<file path="src/rtl/sup_pkg.sv">
// Package: shared select encodings and a small helper for the supervisor.
// Assumes: nothing; holds types and pure functions only.
package sup_pkg;

    // Watchdog period select encoding.
    typedef enum logic [1:0] {
        WD_LONG  = 2'b00,
        WD_MID   = 2'b01,
        WD_SHORT = 2'b10,
        WD_OFF   = 2'b11
    } wd_sel_e;

    // Larger of two integers, used to size shared counters.
    function automatic int max_int(input int a, input int b);
        return (a > b) ? a : b;
    endfunction

endpackage

</file>
<file path="src/rtl/sup_start_det.sv">
// Module: sup_start_det
// Spots a START on the two-wire bus: data falls while the clock stays high.
// Assumes: scl and sda are already synchronized to clk. The pulse is
// combinational from the current and previous samples, so a START is acted
// on at the first edge that sees data low.
module sup_start_det (
    input  logic clk,
    input  logic rst_n,
    input  logic scl,
    input  logic sda,
    output logic start_p
);
    logic scl_q;
    logic sda_q;

    // Keep the previous sample of both bus lines; the idle bus is high.
    always_ff @(posedge clk) begin
        if (!rst_n) begin
            scl_q <= 1'b1;
            sda_q <= 1'b1;
        end else begin
            scl_q <= scl;
            sda_q <= sda;
        end
    end

    // Clock high in both samples while data goes from high to low.
    always_comb begin
        start_p = scl_q & scl & sda_q & ~sda;
    end
endmodule

</file>
<file path="src/rtl/sup_por_hold.sv">
// Module: sup_por_hold
// Holds reset while the main supply is low. After the supply recovers it
// keeps reset on for one of four tick counts chosen by sel.
// Assumes: main_low is synchronized and tick is a one-cycle pulse. The select
// is read on every tick, so a change takes effect at once.
module sup_por_hold #(
    parameter int T00 = 50,
    parameter int T01 = 200,
    parameter int T10 = 400,
    parameter int T11 = 800,
    parameter int W   = 11
) (
    input  logic       clk,
    input  logic       rst_n,
    input  logic       tick,
    input  logic       main_low,
    input  logic [1:0] sel,
    output logic       rst_active
);
    localparam logic [W-1:0] L00 = W'(T00);
    localparam logic [W-1:0] L01 = W'(T01);
    localparam logic [W-1:0] L10 = W'(T10);
    localparam logic [W-1:0] L11 = W'(T11);

    logic [W-1:0] cnt;
    logic [W-1:0] limit;
    logic         done;

    // Pick the hold length for the current select value.
    always_comb begin
        unique case (sel)
            2'b00:   limit = L00;
            2'b01:   limit = L01;
            2'b10:   limit = L10;
            default: limit = L11;
        endcase
    end

    // The hold ends on the tick that would bring the count to the limit.
    always_comb begin
        done = ((cnt + W'(1)) >= limit);
    end

    // Reset flag and hold counter; a low supply starts the hold over.
    always_ff @(posedge clk) begin
        if (!rst_n) begin
            rst_active <= 1'b1;
            cnt        <= '0;
        end else if (main_low) begin
            rst_active <= 1'b1;
            cnt        <= '0;
        end else if (rst_active && tick) begin
            if (done) begin
                rst_active <= 1'b0;
                cnt        <= '0;
            end else begin
                cnt <= cnt + W'(1);
            end
        end
    end
endmodule

</file>
<file path="src/rtl/sup_wdog.sv">
// Module: sup_wdog
// Watchdog timer with three periods and an off setting. A START restarts it.
// The overflow flag is sticky until the next START.
// Assumes: hold is the processor reset, which keeps the timer cleared, and
// tick is a one-cycle pulse.
module sup_wdog
    import sup_pkg::*;
#(
    parameter int P_LONG  = 1400,
    parameter int P_MID   = 200,
    parameter int P_SHORT = 25,
    parameter int W       = 11
) (
    input  logic       clk,
    input  logic       rst_n,
    input  logic       tick,
    input  logic       hold,
    input  logic       kick,
    input  logic [1:0] sel,
    output logic       ovf
);
    localparam logic [W-1:0] LL = W'(P_LONG);
    localparam logic [W-1:0] LM = W'(P_MID);
    localparam logic [W-1:0] LS = W'(P_SHORT);

    wd_sel_e      mode;
    logic [W-1:0] cnt;
    logic [W-1:0] period;
    logic         off;

    // Decode the select into a period and an off flag.
    always_comb begin
        mode   = wd_sel_e'(sel);
        off    = (mode == WD_OFF);
        unique case (mode)
            WD_LONG:  period = LL;
            WD_MID:   period = LM;
            WD_SHORT: period = LS;
            default:  period = LL;
        endcase
    end

    // Count, in priority order: clear, restart, count on tick, then flag.
    always_ff @(posedge clk) begin
        if (!rst_n || hold || off) begin
            cnt <= '0;
            ovf <= 1'b0;
        end else if (kick) begin
            cnt <= '0;
            ovf <= 1'b0;
        end else if (tick && !ovf) begin
            if ((cnt + W'(1)) >= period) begin
                ovf <= 1'b1;
                cnt <= '0;
            end else begin
                cnt <= cnt + W'(1);
            end
        end
    end
endmodule

</file>
<file path="src/rtl/supervisor_ctrl.sv">
// Module: supervisor_ctrl (top)
// Supply supervisor: reset hold after main supply recovery, a bus-kicked
// watchdog and a registered secondary-supply fail flag.
// Assumes: all single-bit inputs are synchronized to clk, and tick_ms is a
// one-cycle pulse per millisecond.
module supervisor_ctrl #(
    parameter int POR_T00 = 50,
    parameter int POR_T01 = 200,
    parameter int POR_T10 = 400,
    parameter int POR_T11 = 800,
    parameter int WD_T00  = 1400,
    parameter int WD_T01  = 200,
    parameter int WD_T10  = 25
) (
    input  logic       clk,
    input  logic       rst_n,
    input  logic       tick_ms,
    input  logic       vmain_low,
    input  logic       vsec_low,
    input  logic       scl,
    input  logic       sda,
    input  logic [1:0] pup_sel,
    input  logic [1:0] wd_sel,
    output logic       rst_out,
    output logic       wd_ovf,
    output logic       sec_fail
);
    localparam int MAX_T = sup_pkg::max_int(
        sup_pkg::max_int(sup_pkg::max_int(POR_T00, POR_T01),
                         sup_pkg::max_int(POR_T10, POR_T11)),
        sup_pkg::max_int(sup_pkg::max_int(WD_T00, WD_T01), WD_T10));
    localparam int CNT_W = $clog2(MAX_T + 1);

    logic start_p;

    sup_start_det u_start (
        .clk     (clk),
        .rst_n   (rst_n),
        .scl     (scl),
        .sda     (sda),
        .start_p (start_p)
    );

    sup_por_hold #(
        .T00 (POR_T00),
        .T01 (POR_T01),
        .T10 (POR_T10),
        .T11 (POR_T11),
        .W   (CNT_W)
    ) u_por (
        .clk        (clk),
        .rst_n      (rst_n),
        .tick       (tick_ms),
        .main_low   (vmain_low),
        .sel        (pup_sel),
        .rst_active (rst_out)
    );

    sup_wdog #(
        .P_LONG  (WD_T00),
        .P_MID   (WD_T01),
        .P_SHORT (WD_T10),
        .W       (CNT_W)
    ) u_wd (
        .clk   (clk),
        .rst_n (rst_n),
        .tick  (tick_ms),
        .hold  (rst_out),
        .kick  (start_p),
        .sel   (wd_sel),
        .ovf   (wd_ovf)
    );

    // Register the secondary comparator flag onto the fail output.
    always_ff @(posedge clk) begin
        if (!rst_n) begin
            sec_fail <= 1'b0;
        end else begin
            sec_fail <= vsec_low;
        end
    end
endmodule

</file>
<file path="config.mk">
export PLATFORM = sky130hd
export DESIGN_NAME = supervisor_ctrl
export DESIGN_NICKNAME = d
export VERILOG_FILES = /design/src/rtl/sup_pkg.sv /design/src/rtl/sup_start_det.sv /design/src/rtl/sup_por_hold.sv /design/src/rtl/sup_wdog.sv /design/src/rtl/supervisor_ctrl.sv
export SDC_FILE = /design/constraint.sdc
export NUM_CORES = 1
export LEC_CHECK = 0
export BUFFER_PORTS_ARGS = -buffer_cell sky130_fd_sc_hd__buf_2
export CAP_MARGIN = 0
export CELL_PAD_IN_SITES_DETAIL_PLACEMENT = 1
export CELL_PAD_IN_SITES_GLOBAL_PLACEMENT = 2
export CORE_MARGIN = 3
export CORE_UTILIZATION = 40
export CTS_BUF_LIST = sky130_fd_sc_hd__clkbuf_8
export CTS_CLUSTER_SIZE = 10
export DETAILED_ROUTE_END_ITERATION = 12
export GPL_TIMING_DRIVEN = 0
export PLACE_DENSITY = 0.95
export SLEW_MARGIN = 20
export SYNTH_ARGS = -nofsm -noshare
export SYNTH_HDL_FRONTEND = slang
export SYNTH_SLANG_ARGS = --single-unit
</file>
<file path="constraint.sdc">
create_clock -name clk -period 5.9 [get_ports clk]
set_input_delay 0.59 -clock clk [delete_from_list [all_inputs] [get_ports clk]]
set_output_delay 0.59 -clock clk [all_outputs]
set_load 0.01 [all_outputs]
</file>
==> results of run 1 <==
-- cells in the mapped netlist --
| cell | number |
|---|---|
| nand2_1 | 29 |
| dfxtp_1 | 27 |
| ha_1 | 26 |
| nor2_1 | 23 |
| nand3_1 | 19 |
| inv_1 | 18 |
| xnor2_1 | 18 |
| a21oi_1 | 15 |
| nor3_1 | 6 |
| nand4_1 | 5 |
| xor2_1 | 5 |
| a31oi_1 | 4 |
| nor2b_1 | 4 |
| o22ai_1 | 4 |
| a21o_1 | 3 |
| and3_1 | 3 |
| nand2b_1 | 3 |
| a211oi_1 | 2 |
| and2_1 | 2 |
| nor4_1 | 2 |
| o21ai_0 | 2 |
| a2111o_1 | 1 |
| a2111oi_0 | 1 |
| a22o_2 | 1 |
| a31o_2 | 1 |
| and2_2 | 1 |
| and3_2 | 1 |
| and3_4 | 1 |
| and3b_1 | 1 |
| and4_1 | 1 |
| buf_4 | 1 |
| nand2_2 | 1 |
| nand3b_1 | 1 |
| nand4b_1 | 1 |
| nor4_4 | 1 |
| o2111a_2 | 1 |
| o211ai_1 | 1 |
| o21a_1 | 1 |
| o311ai_4 | 1 |
| or2_2 | 1 |
-- worst max-delay path by stage --
stage / endpoint
global route: u_wd.cnt[1]
finish: u_wd.ovf
CTS: u_wd.cnt[1]
global placement: u_wd.ovf
floorplan: u_wd.ovf
detailed placement: u_wd.ovf
-- power by group --
group / leakage [nW] / total [mW] / internal [mW] / switching, mW
clock network: 0.0255 / 0.109 / 0.0475 / 0.0610
logic: 0.632 / 0.0351 / 0.0136 / 0.0215
registers: 0.218 / 0.185 / 0.184 / 0.00112
total: 0.876 / 0.328 / 0.245 / 0.0836
-- sequential cells by signal (all words and copies together) (netlist names) --
name and cells:
u_wd.ovf 1, u_start.sda_q 1, u_por.rst_active 1, u_por.cnt 11
u_start.scl_q 1, sec_fail 1, u_wd.cnt 11
-- area by class of cell --
cell class	count	area, sq um
fillers	559	2390
multi-input cells	193	1330
flip-flops and latches	27	541
inverters	18	67.6
repair buffers	13	65.1
well taps	52	65.1
clock buffers	3	41.3
plain buffers	1	7.51
clock inverters	1	5.00
-- critical path, stage by stage (launching register included) --
cell and delay, ns:
dfxtp_1 0.48, ha_1 0.28, and3_1 0.30, nand3_1 0.16, inv_1 0.12, nand2_1 0.08
nand2_1 0.09, ha_1 0.25, a2111oi_0 0.50, a211oi_1 0.23, nor3_1 0.48, nand2b_1 0.18
a21oi_1 0.06
-- per-layer routing --
metal | vias up | wire length, microns | GRT usage, %
li1 | 872 | - | -
met1 | 826 | 2030 | 18.8
met2 | 10 | 2360 | 35.1
met3 | 8 | 67 | 2.90
met4 | 0 | 88 | 6.80
met5 | - | 0 | 0
-- through the flow --
stage / total power [mW] / setup slack, ns / utilization, %
2_1_floorplan: 0.212 / 3.20 / -
4_1_cts: 0.336 / 2.54 / 47.0
3_5_place_dp: 0.225 / 2.58 / 46.0
6_report: 0.328 / 2.57 / 47.0
5_1_grt: 0.349 / 2.21 / 47.0
3_3_place_gp: 0.223 / 2.66 / 46.0
-- cells by family (layout without fill, tap and decap cells) --
logic type | count (synthesis) | in the layout | share of synthesized area (%)
buffers and inverters | 19 | 36 | 3.87
and+or+nand+nor | 106 | 106 | 27.5
xor gates and xnor gates | 23 | 23 | 10.4
AOI/OAI and AO/OA | 38 | 38 | 13.7
adders and majority gates | 26 | 26 | 16.8
DFF | 27 | 27 | 27.9
==> impl_metrics.toml, run 1 <==
[outcome]
outcome = "completed"

[worst_setup_path]
cp_data_required_time_ns = 6.06
r2r_setup_slack_ns = 2.57
end_kind = "register"
rr_startpoint = "u_wd.cnt[0]"
worstPathMaxFanout = 7
cp-startpoint = "u_wd.cnt[0]"
cp.arrival_ns = 3.49
worstReg2RegEnd = "u_wd.ovf"
cp-start-kind = "register"
reg2regPathDepth = 12
path_class = "register to register"

[clocking]
postCtsSetupRepairBufs = 0
cts_tree = "built"
cts_buffers = 3
cts_resized = 0
clock_sinks = 27
cts_buffer_depth = 2
clock-root-buffer = "clkbuf_8"
ctsHoldBuffers = 0
clk_latency_ns = 0.28
clk_pin_slew_ns = 0.10
h-tree-depth = 1

[timing]
max_slew_margin_pct = 62.2
hold_viol_final = 0
rsz0062_at_grt = "false"
fin_skew_ns = 0.0138
slew_viol_final = 0
holdWs_ns = 0.489
tns_ns = 0
worst_slew_pin_slew_ns = 0.563
fmax_ghz = 0.300
min_period_over_period_pct = 56.4
fin_crit_ns = 3.33
setup_viol = 0

[detailed_routing]
firstDrtPassIters = 4
drt.antenna.violating_nets = 0
vias = 1716
drtIter0Drc = 50
detail_route.wl_per_cell_microns = 14.8
drc = 0
drt-total-wl_mm = 4.55
viasPerCell = 5.57

[placement]
place_inst = 304
numPortBuffers = 13
dpl_cell_area_sq_um = 2070
dp_hpwl_mm = 3.70
gp_congestion = 0.739

[yosys]
ys_seq_elements = 27
synth_top_area_share_pct = 27.9
synth_top_area_cell = "dfxtp_1"
synth.area.top_cells = "dfxtp_1 (28%), ha_1 (17%), xnor2_1 (8.1%)"
synth_nets = 276
synth.yosys.seq_area_share_pct = 27.9
synth_cells = 239
syn_avg_cell_area_sq_um = 8.12
synth_area_sq_um = 1940
yosys_warnings = 0
yosysUniqueCellTypes = 40

[hold_path]
hold_class = "register to register"
hold-path-endpoint = "u_wd.cnt[10]"
worst_hold_path.num_cells = 2
hold_start = "u_wd.cnt[10]"

[floorplan]
core-area_sq_um = 4500
die_area_sq_um = 5720
start_util_pct = 43.1
die-width_microns = 75.7
dieHeight_microns = 75.7
io_pins = 14
fp-row-count = 24

[power]
p_leak_nw = 0.876
ir_drop_uv = 105
p_per_area_nw_per_um2 = 155

[cells_and_area]
antenna_cells = 0
final_nets = 294
drive_above_1_share_pct = 10.9
instances_no_fill = 308
layout_commonest_cell = "nand2_1"
stdcell_area_sq_um = 2120
final_cell_mix = "nand2_1 (29), dfxtp_1 (27), ha_1 (26)"
area_growth_pct = 9.09

[global_route]
first_global_vias = 1799
grt_overflow = 0
grt_use_total_pct = 17.9
grt_max_degree = 16
grt_pass1_wl_mm = 7.78
antenna_found_initial = 0

[flow_run]
drv.max_cap_violation_count = 0
Power figures use the tool's default switching activity.
==> run 2, diff against run 1 <==
- ABC_AREA: unset -> 1
- CORE_UTILIZATION: 40 -> 36
- PLACE_DENSITY: 0.95 -> 0.92
- clock period: 5.9 -> 3.25 ns (I/O delays scaled with it)
==> run 2 against run 1 <==
Sequential power up 86%; combinational power rose to 2.8 times the previous value; non-clock buffer count rose by 2; register-to-register slack lost 2.0 ns; global-route usage fell by 2.6 points; routed wire length down 3.3%; first-iteration DRC count rose by 2.0%; hold slack got worse by 0.28 ns; sequential share of layout area decreased by 0.090 points; fmax rose by 24%; via count fell by 3.1%; highest routed layer unchanged.
==> impl_metrics.toml, run 2 <==
[outcome]
outcome = "completed"

[yosys]
yosys_warnings = 0
synth_top_area_cell = "dfxtp_1"
syn_avg_cell_area_sq_um = 7.29
synth.area.top_cells = "dfxtp_1 (28%), ha_1 (17%), nand2_1 (11%)"
synth_top_area_share_pct = 28.1
synth_nets = 301
yosysUniqueCellTypes = 29
ys_seq_elements = 27
synth_top_flop_cell = "dfxtp_1"
synth_area_sq_um = 1930
synth_edf_count = 0
async_flop_share_pct = 0
synth_most_common_cell = "nand2_1"
synth.yosys.seq_area_share_pct = 28.1
synth_commonest_cells = "nand2_1 (56), inv_1 (40), dfxtp_1 (27), ha_1 (26), nor2_1 (23)"
synth_cells = 264

[detailed_routing]
vias = 1662
drt.antenna.violating_nets = 0
viasPerCell = 4.78
detail_route.wl_per_cell_microns = 12.6
firstDrtPassIters = 4
drt-total-wl_mm = 4.40
drtIter0Drc = 51
drc = 0

[global_route]
use_met1_pct = 18.1
grt_max_degree = 18
grt_pass1_wl_mm = 7.68
grt_use_total_pct = 15.4
busiest_layer = "met2"
use_met2_pct = 28.5
antenna_found_initial = 0
grt_overflow = 0
first_global_vias = 1736
gr-usage-met3_pct = 2.72

[clocking]
cts_resized = 0
clk_latency_ns = 0.28
clk_pin_slew_ns = 0.10
cts_tree = "built"
clock-root-buffer = "clkbuf_8"
postCtsSetupRepairBufs = 0
ctsHoldBuffers = 0
h-tree-depth = 1
cts_buffers = 3
cts_buffer_depth = 2
clock_sinks = 27

[cells_and_area]
layout_commonest_cell = "nand2_1"
final_cell_mix = "nand2_1 (56), inv_1 (40), dfxtp_1 (27)"
area_growth_pct = 10.3
top_regs = "u_por.cnt x11, u_wd.cnt x11"
antenna_cells = 0
drive_above_1_share_pct = 15.7
multi_input_area_sq_um = 1220
final_nets = 319
fillers = 681
regArea_sq_um = 541
final_util_pct = 43.0

[floorplan]
fp-row-count = 25
io_pins = 14
core-area_sq_um = 4940
start_util_pct = 39.0
dieHeight_microns = 79.1
die-width_microns = 79.1
die_area_sq_um = 6260

[timing]
rsz0062_at_grt = "false"
fin_crit_ns = 2.69
fmax_ghz = 0.372
setup_ws_ns = 0.563
min_period_over_period_pct = 82.7
setup_viol = 0
slew_viol_final = 0
tns_ns = 0
max_slew_margin_pct = 64.4
fin_skew_ns = 0.00173
worst_slew_pin_slew_ns = 0.534
hold_viol_final = 0

[worst_setup_path]
cp-startpoint = "u_wd.cnt[0]"
worstPathMaxFanout = 10
rr_startpoint = "u_wd.cnt[0]"
cp-start-kind = "register"
cp_data_required_time_ns = 3.43
end_kind = "register"
path_class = "register to register"
cp.arrival_ns = 2.87

[placement]
dpl_worst_slack_ns = 0.577
numPortBuffers = 13
dp_hpwl_mm = 3.47
gp_congestion = 0.732

[power]
ir_drop_uv = 216
seqPwrFrac_pct = 52.7
p_int_mw = 0.466
p_sw_mw = 0.189
combPwrFrac_pct = 15.0
switching_share_pct = 28.8
p_leak_nw = 1.07
p_clk_share_pct = 32.3
p_per_area_nw_per_um2 = 308

[flow_run]
drv.max_cap_violation_count = 0

[hold_path]
hold_start = "vmain_low"
hold_class = "input pin to register"
## run 2: critical path, stage by stage, from the launching register on
cell     delay [ns]
dfxtp_1        0.46
ha_1           0.22
nand2_1        0.11
nor2_1         0.22
nand2_1        0.13
o21ai_0        0.14
inv_1          0.10
ha_1           0.30
nand2_1        0.07
nor2_1         0.12
nand4_1        0.11
nor2_1         0.10
nor2_1         0.05
nand2_1        0.07
nand2_2        0.06
nand2_2        0.08
buf_6          0.19
nor2_2         0.05
## run 2: final cells by class
| type | instances | area share, % |
|---|---|---|
| plain buffers | 3 | 0.883 |
| clock buffers | 3 | 1.94 |
| clock inverters | 1 | 0.412 |
| inverters | 40 | 7.07 |
| multi-input cells | 194 | 57.2 |
| flip-flops and latches | 27 | 25.4 |
| well taps | 67 | 3.95 |
| repair buffers | 13 | 3.06 |
## run 2: final timing paths
kind                                 endpoint  cells after the start  slack [ns]
worst max-delay path              u_wd.cnt[8]                     17        0.56
worst min-delay path            u_por.cnt[10]                      2        0.21
worst max register to register    u_wd.cnt[8]                     17        0.56
worst min register to register       u_wd.ovf                      2        0.48
## run 2: kinds of logic (layout without fill, tap and decap cells)
logic type | Yosys count | in the layout | synth area share, %
fa+ha+maj | 26 | 26 | 16.9
mux | 3 | 3 | 1.56
simple gates | 126 | 126 | 31.3
compound gates | 25 | 25 | 7.02
xor+xnor | 14 | 14 | 6.37
flops | 27 | 27 | 28.1
buf+inv | 43 | 60 | 8.77
## run 2: metal layers
layer | share of wire, % | wire [microns]
met2 | 51 | 2240
met5 | 0 | 0
met1 | 46 | 2010
met3 | 2.1 | 92
met4 | 1.3 | 55
## run 2: power by group through the flow
stage	registers [mW]	clock network, mW	logic (mW)
2_1_floorplan	0.351	0	0.0682
3_3_place_gp	0.352	0	0.0939
3_5_place_dp	0.352	0	0.0984
4_1_cts	0.345	0.217	0.100
5_1_grt	0.346	0.231	0.117
6_report	0.345	0.211	0.0980
## run 2: per-stage QoR
stage | power, mW | hold slack, ns | instance area [sq um] | std cells
floorplan | 0.419 | 0.394 | 1930 | 264
global placement | 0.446 | 0.457 | 2070 | 344
detailed placement | 0.451 | 0.461 | 2070 | 344
CTS | 0.662 | 0.203 | 2120 | 348
global route | 0.694 | 0.207 | 2120 | 348
finish | 0.654 | 0.208 | 2120 | 348
==> run 3, diff against run 2 <==
- CORE_UTILIZATION: 36 -> 32
- PLACE_DENSITY: 0.92 -> 0.87
- clock period: 3.25 -> 2.4 ns (I/O delays scaled with it)
==> run 3 against run 2 <==
Critical path depth is the same; design area is 16% higher; core utilization rose by 0.49 points; register-to-register slack got worse by 0.54 ns.
==> impl_metrics.toml, run 3 (synthesized netlist as in run 2, its figures left out) <==
[outcome]
outcome = "completed"

[timing]
fin_crit_ns = 2.37
fmax_ghz = 0.421
fin_skew_ns = 0.00494
min_period_over_period_pct = 98.9
setup_viol = 0
tns_ns = 0
max_slew_margin_pct = 69.2
worst_slew_pin_slew_ns = 0.462
rsz0062_at_grt = "true"
hold_viol_final = 0
slew_viol_final = 0

[detailed_routing]
drt-total-wl_mm = 4.95
detail_route.wl_per_cell_microns = 13.4
drt.antenna.violating_nets = 0
vias = 1725
drc = 0
firstDrtPassIters = 4
drtIter0Drc = 21
viasPerCell = 4.69

[power]
p_clk_share_pct = 31.1
finalPower_mw = 0.898
ir_drop_uv = 348
seqPwrFrac_pct = 51.8
combPwrFrac_pct = 17.1
p_sw_mw = 0.261
p_per_area_nw_per_um2 = 364
switching_share_pct = 29.0
p_leak_nw = 1.20
p_int_mw = 0.637

[floorplan]
start_util_pct = 33.9
die-width_microns = 83.6
die_area_sq_um = 6980
dieHeight_microns = 83.6
fp-row-count = 27
io_pins = 14
core-area_sq_um = 5680

[worst_setup_path]
end_kind = "register"
cp-start-kind = "register"
cp.arrival_ns = 2.55
cp_data_required_time_ns = 2.57
worstPathMaxFanout = 5
path_class = "register to register"

[clocking]
clk_pin_slew_ns = 0.10
ctsHoldBuffers = 0
h-tree-depth = 1
clock-root-buffer = "clkbuf_8"
cts_buffers = 3
clk_latency_ns = 0.28
cts_buffer_depth = 2
clock_sinks = 27
cts_tree = "built"

[cells_and_area]
top_regs = "u_por.cnt x11, u_wd.cnt x11"
antenna_cells = 0
final_cell_mix = "nand2_1 (52), inv_1 (39), ha_1 (23)"
area_growth_pct = 28.1
drive_above_1_share_pct = 30.1
final_util_pct = 43.5
final_nets = 334
layout_commonest_cell = "nand2_1"

[hold_path]
hold_class = "input pin to register"

[global_route]
grt_pass1_wl_mm = 8.13
grt_overflow = 0
grt_use_total_pct = 13.9
first_global_vias = 1808
grt_max_degree = 18
antenna_found_initial = 0

[flow_run]
drv.max_cap_violation_count = 0

[placement]
gp_congestion = 0.750
numPortBuffers = 13
dp_hpwl_mm = 3.40
-- run 3: power by group through the flow --
stage               Clock, mW  Sequential, mW  Combinational, mW
detailed placement          0           0.477              0.133
global route            0.304           0.467              0.179
global placement            0           0.477              0.129
floorplan                   0           0.476             0.0923
finish                  0.279           0.466              0.153
CTS                     0.288           0.466              0.138
-- run 3: critical path: stages, from the launching register on --
cell	delay [ns]
dfxtp_4	0.37
ha_4	0.14
nand2_4	0.06
nor2_4	0.14
nand2_2	0.08
xor2_2	0.15
ha_1	0.32
and3_4	0.21
nand3_2	0.09
nand2_1	0.09
nand2_1	0.06
nand2_1	0.05
nand2_1	0.05
nand2_1	0.08
nand2_2	0.08
nand2_4	0.12
buf_8	0.15
nor2_2	0.04
-- run 3: final timing paths --
path,slack (ns),to,start,depth (start not counted)
max,0.03,u_wd.cnt[3],u_wd.cnt[0],17
min,0.13,u_por.cnt[10],vmain_low,2
max reg2reg,0.03,u_wd.cnt[3],u_wd.cnt[0],17
min reg2reg,0.48,u_por.cnt[10],u_por.cnt[10],2
-- run 3: metal layers --
metal	part of all wire [%]	track usage (%)	up-vias
li1	-	-	897
met1	46	17.9	808
met2	51	24.9	16
met3	2.2	2.37	4
met4	0.59	1.75	0
met5	0	0	-
-- run 3: cell type report --
cell class	count	area [sq um]
flip-flops and latches	27	558
clock inverters	1	8.76
inverters	40	150
repair buffers	28	205
clock buffers	3	41.3
plain buffers	2	7.51
fillers	714	3210
multi-input cells	195	1410
well taps	72	90.1
-- run 3: repair_timing --
| action | in CTS | in global routing |
|---|---|---|
| pin swaps | 12 | 19 |
| setup buffers | 5 | 9 |
| gates resized for setup | 21 | 33 |
| setup endpoints to repair | 22 | 21 |
| hold endpoints to repair | 0 | 0 |
| cloned | 1 | 1 |
-- run 3: through the flow --
| stage | instance area, sq um | hold WS [ns] | setup slack (ns) | cells |
|---|---|---|---|---|
| after floorplan | 1930 | 0.309 | 0.216 | 264 |
| after global placement | 2080 | 0.428 | -0.204 | 349 |
| after detailed placement | 2080 | 0.429 | -0.222 | 349 |
| after CTS | 2260 | 0.121 | -0.0456 | 359 |
| after global routing | 2470 | 0.138 | -0.123 | 368 |
| final | 2470 | 0.131 | 0.0272 | 368 |
